[src/rtl/lrsc_pkg.sv]
package lrsc_pkg;
  localparam int DW_BYTES = 8;
  localparam int DW_LSB   = 3;
  typedef logic [DW_BYTES-1:0] bmask_t;
endpackage

[src/rtl/rsv_mask_gen.sv]
module rsv_mask_gen
  import lrsc_pkg::*;
(
  input  logic   hi_half,
  input  logic   is_dw,
  output bmask_t mask
);
  for (genvar i = 0; i < DW_BYTES; i++) begin : g_byte
    if (i >= DW_BYTES / 2) begin : g_hi
      assign mask[i] = is_dw | hi_half;
    end else begin : g_lo
      assign mask[i] = is_dw | ~hi_half;
    end
  end
endmodule

[src/rtl/rsv_granule_hit.sv]
module rsv_granule_hit #(
  parameter int ADDR_W    = 32,
  parameter int GRAN_LOG2 = 4
) (
  input  logic [ADDR_W-1:0] addr,
  input  logic [ADDR_W-1:0] base,
  output logic              hit
);
  localparam logic [ADDR_W-1:0] GRAN_MASK = ADDR_W'((64'd1 << GRAN_LOG2) - 64'd1);
  assign hit = (addr & ~GRAN_MASK) == (base & ~GRAN_MASK);
endmodule

[src/rtl/rsv_dev_hit.sv]
module rsv_dev_hit
  import lrsc_pkg::*;
#(
  parameter int ADDR_W = 32
) (
  input  logic [ADDR_W-1:0] dev_addr,
  input  bmask_t            dev_mask,
  input  logic [ADDR_W-1:0] rsv_addr,
  input  bmask_t            rsv_mask,
  output logic              hit
);
  localparam logic [ADDR_W-1:0] DW_MASK = ADDR_W'(DW_BYTES - 1);
  logic same_dw;
  assign same_dw = (dev_addr & ~DW_MASK) == (rsv_addr & ~DW_MASK);
  assign hit     = same_dw & (|(dev_mask & rsv_mask));
endmodule

[src/rtl/lrsc_monitor.sv]
module lrsc_monitor
  import lrsc_pkg::*;
#(
  parameter int ADDR_W    = 32,
  parameter int GRAN_LOG2 = 4
) (
  input  logic              clk,
  input  logic              rst,
  input  logic              lr_valid,
  input  logic [ADDR_W-1:0] lr_addr,
  input  logic              lr_dw,
  input  logic              sc_valid,
  input  logic [ADDR_W-1:0] sc_addr,
  input  logic              hst_valid,
  input  logic [ADDR_W-1:0] hst_addr,
  input  logic              dev_valid,
  input  logic [ADDR_W-1:0] dev_addr,
  input  logic [7:0]        dev_mask,
  output logic              sc_done,
  output logic              sc_fail,
  output logic              rsv_valid,
  output logic [ADDR_W-1:0] rsv_base,
  output logic [7:0]        rsv_mask
);
  localparam logic [ADDR_W-1:0] DW_MASK   = ADDR_W'(DW_BYTES - 1);
  localparam logic [ADDR_W-1:0] GRAN_MASK = ADDR_W'((64'd1 << GRAN_LOG2) - 64'd1);

  logic [ADDR_W-1:0] rsv_addr_q;
  bmask_t            rsv_mask_q;
  logic              rsv_valid_q;
  bmask_t            lr_mask;
  logic              hst_in_set, sc_in_set, dev_overlap;
  logic              hst_kill, dev_kill, valid_mid, sc_ok;

  rsv_mask_gen u_mask (
    .hi_half (lr_addr[2]),
    .is_dw   (lr_dw),
    .mask    (lr_mask)
  );

  rsv_granule_hit #(.ADDR_W(ADDR_W), .GRAN_LOG2(GRAN_LOG2)) u_hst_hit (
    .addr (hst_addr),
    .base (rsv_addr_q),
    .hit  (hst_in_set)
  );

  rsv_granule_hit #(.ADDR_W(ADDR_W), .GRAN_LOG2(GRAN_LOG2)) u_sc_hit (
    .addr (sc_addr),
    .base (rsv_addr_q),
    .hit  (sc_in_set)
  );

  rsv_dev_hit #(.ADDR_W(ADDR_W)) u_dev_hit (
    .dev_addr (dev_addr),
    .dev_mask (dev_mask),
    .rsv_addr (rsv_addr_q),
    .rsv_mask (rsv_mask_q),
    .hit      (dev_overlap)
  );

  // Snoops act first, then the SC, then a same-cycle LR.
  always_comb begin
    hst_kill  = hst_valid & hst_in_set;
    dev_kill  = dev_valid & dev_overlap;
    valid_mid = rsv_valid_q & ~hst_kill & ~dev_kill;
    sc_ok     = sc_valid & valid_mid & sc_in_set;
  end

  always_ff @(posedge clk) begin
    if (rst) begin
      rsv_valid_q <= 1'b0;
      rsv_addr_q  <= '0;
      rsv_mask_q  <= '0;
      sc_done     <= 1'b0;
      sc_fail     <= 1'b0;
    end else begin
      sc_done <= sc_valid;
      sc_fail <= sc_valid & ~sc_ok;
      if (lr_valid) begin
        rsv_valid_q <= 1'b1;
        rsv_addr_q  <= lr_addr & ~DW_MASK;
        rsv_mask_q  <= lr_mask;
      end else if (sc_valid) begin
        rsv_valid_q <= 1'b0;
      end else begin
        rsv_valid_q <= valid_mid;
      end
    end
  end

  assign rsv_valid = rsv_valid_q;
  assign rsv_base  = rsv_addr_q & ~GRAN_MASK;
  assign rsv_mask  = rsv_mask_q;
endmodule

[config.mk]
export PLATFORM = sky130hd
export DESIGN_NAME = lrsc_monitor
export DESIGN_NICKNAME = d
export VERILOG_FILES = /design/src/rtl/lrsc_pkg.sv /design/src/rtl/rsv_mask_gen.sv /design/src/rtl/rsv_granule_hit.sv /design/src/rtl/rsv_dev_hit.sv /design/src/rtl/lrsc_monitor.sv
export SDC_FILE = /design/constraint.sdc
export NUM_CORES = 1
export LEC_CHECK = 0
export ABC_AREA = 1
export BUFFER_PORTS_ARGS = -buffer_cell sky130_fd_sc_hd__buf_2
export CAP_MARGIN = 40
export CORE_MARGIN = 4
export CORE_UTILIZATION = 40
export DETAILED_ROUTE_END_ITERATION = 8
export HOLD_SLACK_MARGIN = 0.1
export PLACE_DENSITY = 0.73
export SLEW_MARGIN = 20
export SYNTH_ARGS = -nofsm -noshare
export SYNTH_HDL_FRONTEND = slang
export SYNTH_SLANG_ARGS = --single-unit
export TNS_END_PERCENT = 100
[constraint.sdc]
create_clock -name clk -period 1.5 [get_ports clk]
set_input_delay 0 -clock clk [delete_from_list [all_inputs] [get_ports clk]]
set_output_delay 0 -clock clk [all_outputs]
set_load 0.01 [all_outputs]
==> results.cfg, run 1 <==
[status]
outcome = completed

[logic_synthesis]
syn_inst = 462
yosysSeqAreaShare_pct = 24.6
syn_area_mm2 = 0.00276
syn-mean-instance-area_um2 = 5.98
synth.distinct_cells = 18
ys_seq_elements = 34
synth_top_area_share_pct = 24.6
synth_area_leaders = dfxtp_1, nand2_1, buf_4
yosysTopAreaCell = dfxtp_1
yosysWarningCount = 0

[clock_network]
clock_sink_count = 34
cts_buffer_depth = 2
clk_pin_slew_ps = 70
clock_latency_ps = 280
cts_tree = done
cts_made_buffers = 5
htreeDepth = 2
root_buffer = clkbuf_8

[floorplanning]
initial_core_util_pct = 40.9
core-area_mm2 = 0.00676
rows = 30
io_pins = 186
die_area_mm2 = 0.00830
die_height_um = 91.1
die_w_um = 91.1

[worst_setup_path]
cp.arrival_ps = 1620
required_ps = 1730
r2r-start = rsv_addr_q[10]$_SDFFE_PP0P_
setup.worst_path.start = rst
crit_fanout = 11
crit_path_end_kind = register
start_kind = input pin
reg2reg_slack_ps = 160
path_class = input pin to register

[sta]
fin_ws_ps = 106
setup_viol = 0
fmax_ghz = 0.718
finalClockSkew_ps = 5.70
fin_crit_sh_pct = 92.9
fin_tns_setup_ps = 0
slew_viol_final = 0
layout_min_cycle_time_ps = 1390
rsz0062_at_grt = no
hold_viol_final = 0

[layout]
drive_gt1_share_pct = 32.9
antenna_cells = 0
fin_util_pct = 58.5
n_fill_cell = 688
layout.nets = 780
area_growth_syn_to_layout_pct = 43.0
instances_no_fill = 718

[grt]
grt_pass1_vias = 3128
grt_max_degree = 40
overflow = 0
grt.total_usage_pct = 19.8
grt_pass1_wl_mm = 13.7
antenna_found_initial = 0

[placed_design]
place.gp.congestion = 0.788
io_buffers = 168
dpl_worst_slack_ps = 62.1
place_inst = 670
hpwl_mm = 6.66

[power]
p_per_area_mw_per_mm2 = 666
p_leak_nw = 2.18
ir_drop_uv = 422
power_mw = 2.63

[routing]
drt_iter0_drc = 133
routed_via_density = 4.43
drc = 0
wl_per_cell_um = 11.7
via_count = 3183
first_pass_iters = 4
routed_wl_mm = 8.38
ant_nets = 0

[hold_path]
hp-class = input pin to register
hold_start = lr_valid

[flow_run]
maxCapViolations = 0
-- registers in the layout, indices dropped and copies added, names as in the netlist --
name        flops
rsv_addr_q     29
rsv_mask        2
rsv_valid       1
sc_done         1
sc_fail         1
-- critical path, cell delays in order --
cell	delay [ps]
dlygate4sd3_1	540
buf_2	150
inv_2	70
buf_8	130
o21ai_0	80
a21oi_1	110
dlygate4sd3_1	550
-- stage by stage --
step / instance area (µm²) / hold WS (ps)
after floorplan: 2770 / 69.1
after global placement: 3430 / 189
after detailed placement: 3430 / 199
after CTS: 3880 / 236
after global routing: 3950 / 273
final: 3950 / 241
-- metal layers --
layer | part of all wire [%] | track usage, %
met1 | 43 | 23.0
met2 | 49 | 35.7
met3 | 7.7 | 5.88
met4 | 0.39 | 3.77
met5 | 0 | 0
-- cell usage in the layout (no fill, tap or decap), types with 2 or more instances in the layout --
cell type      count
buf_4              7
or2_2              3
xor2_1            12
nand2_1          129
xnor2_1           28
nand3_1           10
nand4_1            5
clkbuf_8           6
buf_2            168
inv_2              2
dfxtp_1           17
nor2_1            37
dlygate4sd3_1     36
nor2_2             4
a21oi_1           30
nor3_1             5
conb_1             4
inv_1             70
dfxtp_2           17
o21ai_0           42
-- worst paths after layout --
| path | to | cells after the start |
|---|---|---|
| worst max-delay path | rsv_mask[3]$_SDFFE_PP0P_ | 7 |
| worst min register to register | rsv_addr_q[5]$_SDFFE_PP0P_ | 2 |
| worst max register to register | rsv_valid$_SDFF_PP0_ | 11 |
| worst min-delay path | rsv_addr_q[18]$_SDFFE_PP0P_ | 4 |
-- cells by family after synthesis --
logic type	share of synthesized area, %
simple gates	28.0
compound gates	13.0
xor+xnor	12.7
other cells	0.136
buf+inv	21.5
flops	24.6
-- synthesized netlist by cell type --
| cell | n |
|---|---|
| a21oi_1 | 30 |
| buf_1 | 3 |
| buf_4 | 38 |
| clkbuf_1 | 6 |
| conb_1 | 1 |
| dfxtp_1 | 34 |
| inv_1 | 72 |
| inv_2 | 1 |
| nand2_1 | 129 |
| nand3_1 | 10 |
| nand4_1 | 5 |
| nor2_1 | 41 |
| nor3_1 | 6 |
| o21ai_0 | 42 |
| or2_0 | 1 |
| or2_2 | 3 |
| xnor2_1 | 28 |
| xor2_1 | 12 |
-- report_power, final --
part,switching (mW),internal (mW)
combinational,0.415,0.439
clock,0.351,0.371
sequential,0.0801,0.973
-- what timing repair did --
action                     4_1_cts  5_1_grt
resized for setup                0       25
hold endpoints to repair        34        0
setup buffers                    0        4
hold buffers                    36        0
setup endpoints to repair        0        5
-- layout make-up --
class | count | area, µm² | area share (%)
flip-flops and latches | 34 | 702 | 17.8
repair buffers | 212 | 1270 | 32.1
multi-input cells | 311 | 1520 | 38.3
inverters | 73 | 274 | 6.93
well taps | 80 | 100 | 2.53
clock buffers | 7 | 86.3 | 2.18
clock inverters | 1 | 5.00 | 0.127
(Power assumes the default switching activity.)
==> inputs of run 2 (changes only) <==
Settings changed: SETUP_SLACK_MARGIN set to 0.3.
==> run 2 against run 1 <==
  * Via count hardly changed
  * Non-clock buffer count decreased by 5
  * Sequential power hardly changed
  * Wire length rose by 0.89%
  * Sequential share of layout area grew 0.78 points
  * Fmax rose by 6.6%
  * Combinational power is 2% higher
==> results.cfg, run 2 (synthesis gave the netlist of run 1 again) <==
[worst_setup_path]
path_cells = inv_4, nand2_2, nand2_1, inv_1, nand2_1, nor2_2, nand2_1, nor2_1, nand3_1, nand3_1, a21oi_1
crit_fanout = 5
setup.worst_path.start = rsv_addr_q[10]$_SDFFE_PP0P_
r2r-start = rsv_addr_q[10]$_SDFFE_PP0P_
cp.arrival_ps = 1480
slowest_stage = dfxtp_4
crit_path_end_kind = register
reg2reg_slack_ps = 190
required_ps = 1680
start_kind = register
cp_common_cell = nand2_1
max_stage_delay_ps = 390
path_class = register to register

[sta]
fmax_ghz = 0.765
rsz0062_at_grt = yes
layout_min_cycle_time_ps = 1310
fin_tns_setup_ps = 0
setup_viol = 0
fin_crit_sh_pct = 87.1
finalClockSkew_ps = 9.34
fin_ws_ps = 193
hold_viol_final = 0
slew_viol_final = 0

[power]
switching_share_pct = 32.7
switching_power_mw = 0.865
p_per_area_mw_per_mm2 = 659
ir_drop_uv = 344
power_mw = 2.65
power.share.sequential_pct = 39.8
p_leak_nw = 2.18
clkPwrFrac_pct = 27.4
p_int_mw = 1.78
p_comb_share_pct = 32.8

[grt]
grt_pass1_vias = 3167
grt_max_degree = 40
overflow = 0
antenna_found_initial = 0
grt.total_usage_pct = 19.9
grt_pass1_wl_mm = 13.8

[layout]
final_area_mm2 = 0.00401
fin_util_pct = 59.4
layout_commonest_cell = buf_2
top_register = rsv_addr_q
drive_gt1_share_pct = 37.9
layout.nets = 775
area_growth_syn_to_layout_pct = 45.3
antenna_cells = 0
final_cell_mix = buf_2, nand2_1, inv_1
largest_reg_flops = 29

[floorplanning]
die_height_um = 91.1
die_w_um = 91.1
initial_core_util_pct = 40.9
rows = 30
core-area_mm2 = 0.00676
die_area_mm2 = 0.00830
io_pins = 186

[clock_network]
cts_tree = done
clock_sink_count = 34
clock_latency_ps = 290
clk_pin_slew_ps = 80
htreeDepth = 2
cts_buffer_depth = 2
cts_made_buffers = 5
root_buffer = clkbuf_8

[routing]
first_pass_iters = 4
via_count = 3181
routed_via_density = 4.46
drt_iter0_drc = 101
routed_wl_mm = 8.46
ant_nets = 0
drc = 0
wl_per_cell_um = 11.9

[status]
outcome = completed

[hold_path]
hp-class = input pin to register
hold_start = sc_addr[22]

[placed_design]
hpwl_mm = 6.66
place.gp.congestion = 0.788
io_buffers = 168
dpl_worst_slack_ps = 62.1
dpl-instance-area_mm2 = 0.00343

[flow_run]
maxCapViolations = 0
run 2: path summary, 6_finish.rpt:
check                                endpoint  cells past startpoint
setup / recovery         rsv_valid$_SDFF_PP0_                     11
hold / removal             sc_fail$_SDFF_PP0_                      9
setup reg to reg         rsv_valid$_SDFF_PP0_                     11
hold reg to reg   rsv_addr_q[14]$_SDFFE_PP0P_                      2
run 2: final cells by class:
| class | instances | area (µm²) |
|---|---|---|
| clock buffers | 7 | 86.3 |
| clock inverters | 1 | 5.00 |
| fillers | 666 | 2740 |
| inverters | 73 | 277 |
| multi-input cells | 311 | 1580 |
| flip-flops and latches | 34 | 744 |
| well taps | 80 | 100 |
| repair buffers | 207 | 1220 |
run 2: power by group through the flow:
stage               sequential [mW]  combinational (mW)  clock [mW]
floorplan                      1.06               0.512           0
global placement               1.06               0.751           0
detailed placement             1.07               0.763           0
CTS                            1.05               0.852       0.747
global route                   1.07               0.983       0.791
finish                         1.05               0.869       0.724
run 2: critical path, delay by kind of cell (launching register included):
kind / cells / cell delay (ps)
DFF: 1 / 390
buffers and inverters: 2 / 90
AOI/OAI and AO/OA: 1 / 60
and+or+nand+nor: 8 / 660
run 2: what timing repair did:
item,in CTS,in global routing
setup endpoints to repair,2,10
pin swaps,16,16
buffers inserted,1,0
cloned,0,0
endpoints found under the hold margin,34,0
hold buffers,34,0
resized for setup,42,29
run 2: per-layer routing:
layer	wire length, µm	GRT usage, %	up-vias
li1	-	-	1707
met1	3560	23.6	1363
met2	4190	35.7	104
met3	659	5.88	7
met4	47	3.77	0
met5	0	0	-
run 2: stage by stage:
step	cells	hold slack [ps]
floorplan	465	69.1
global placement	670	189
detailed placement	670	199
CTS	713	249
global route	713	318
finish	713	255
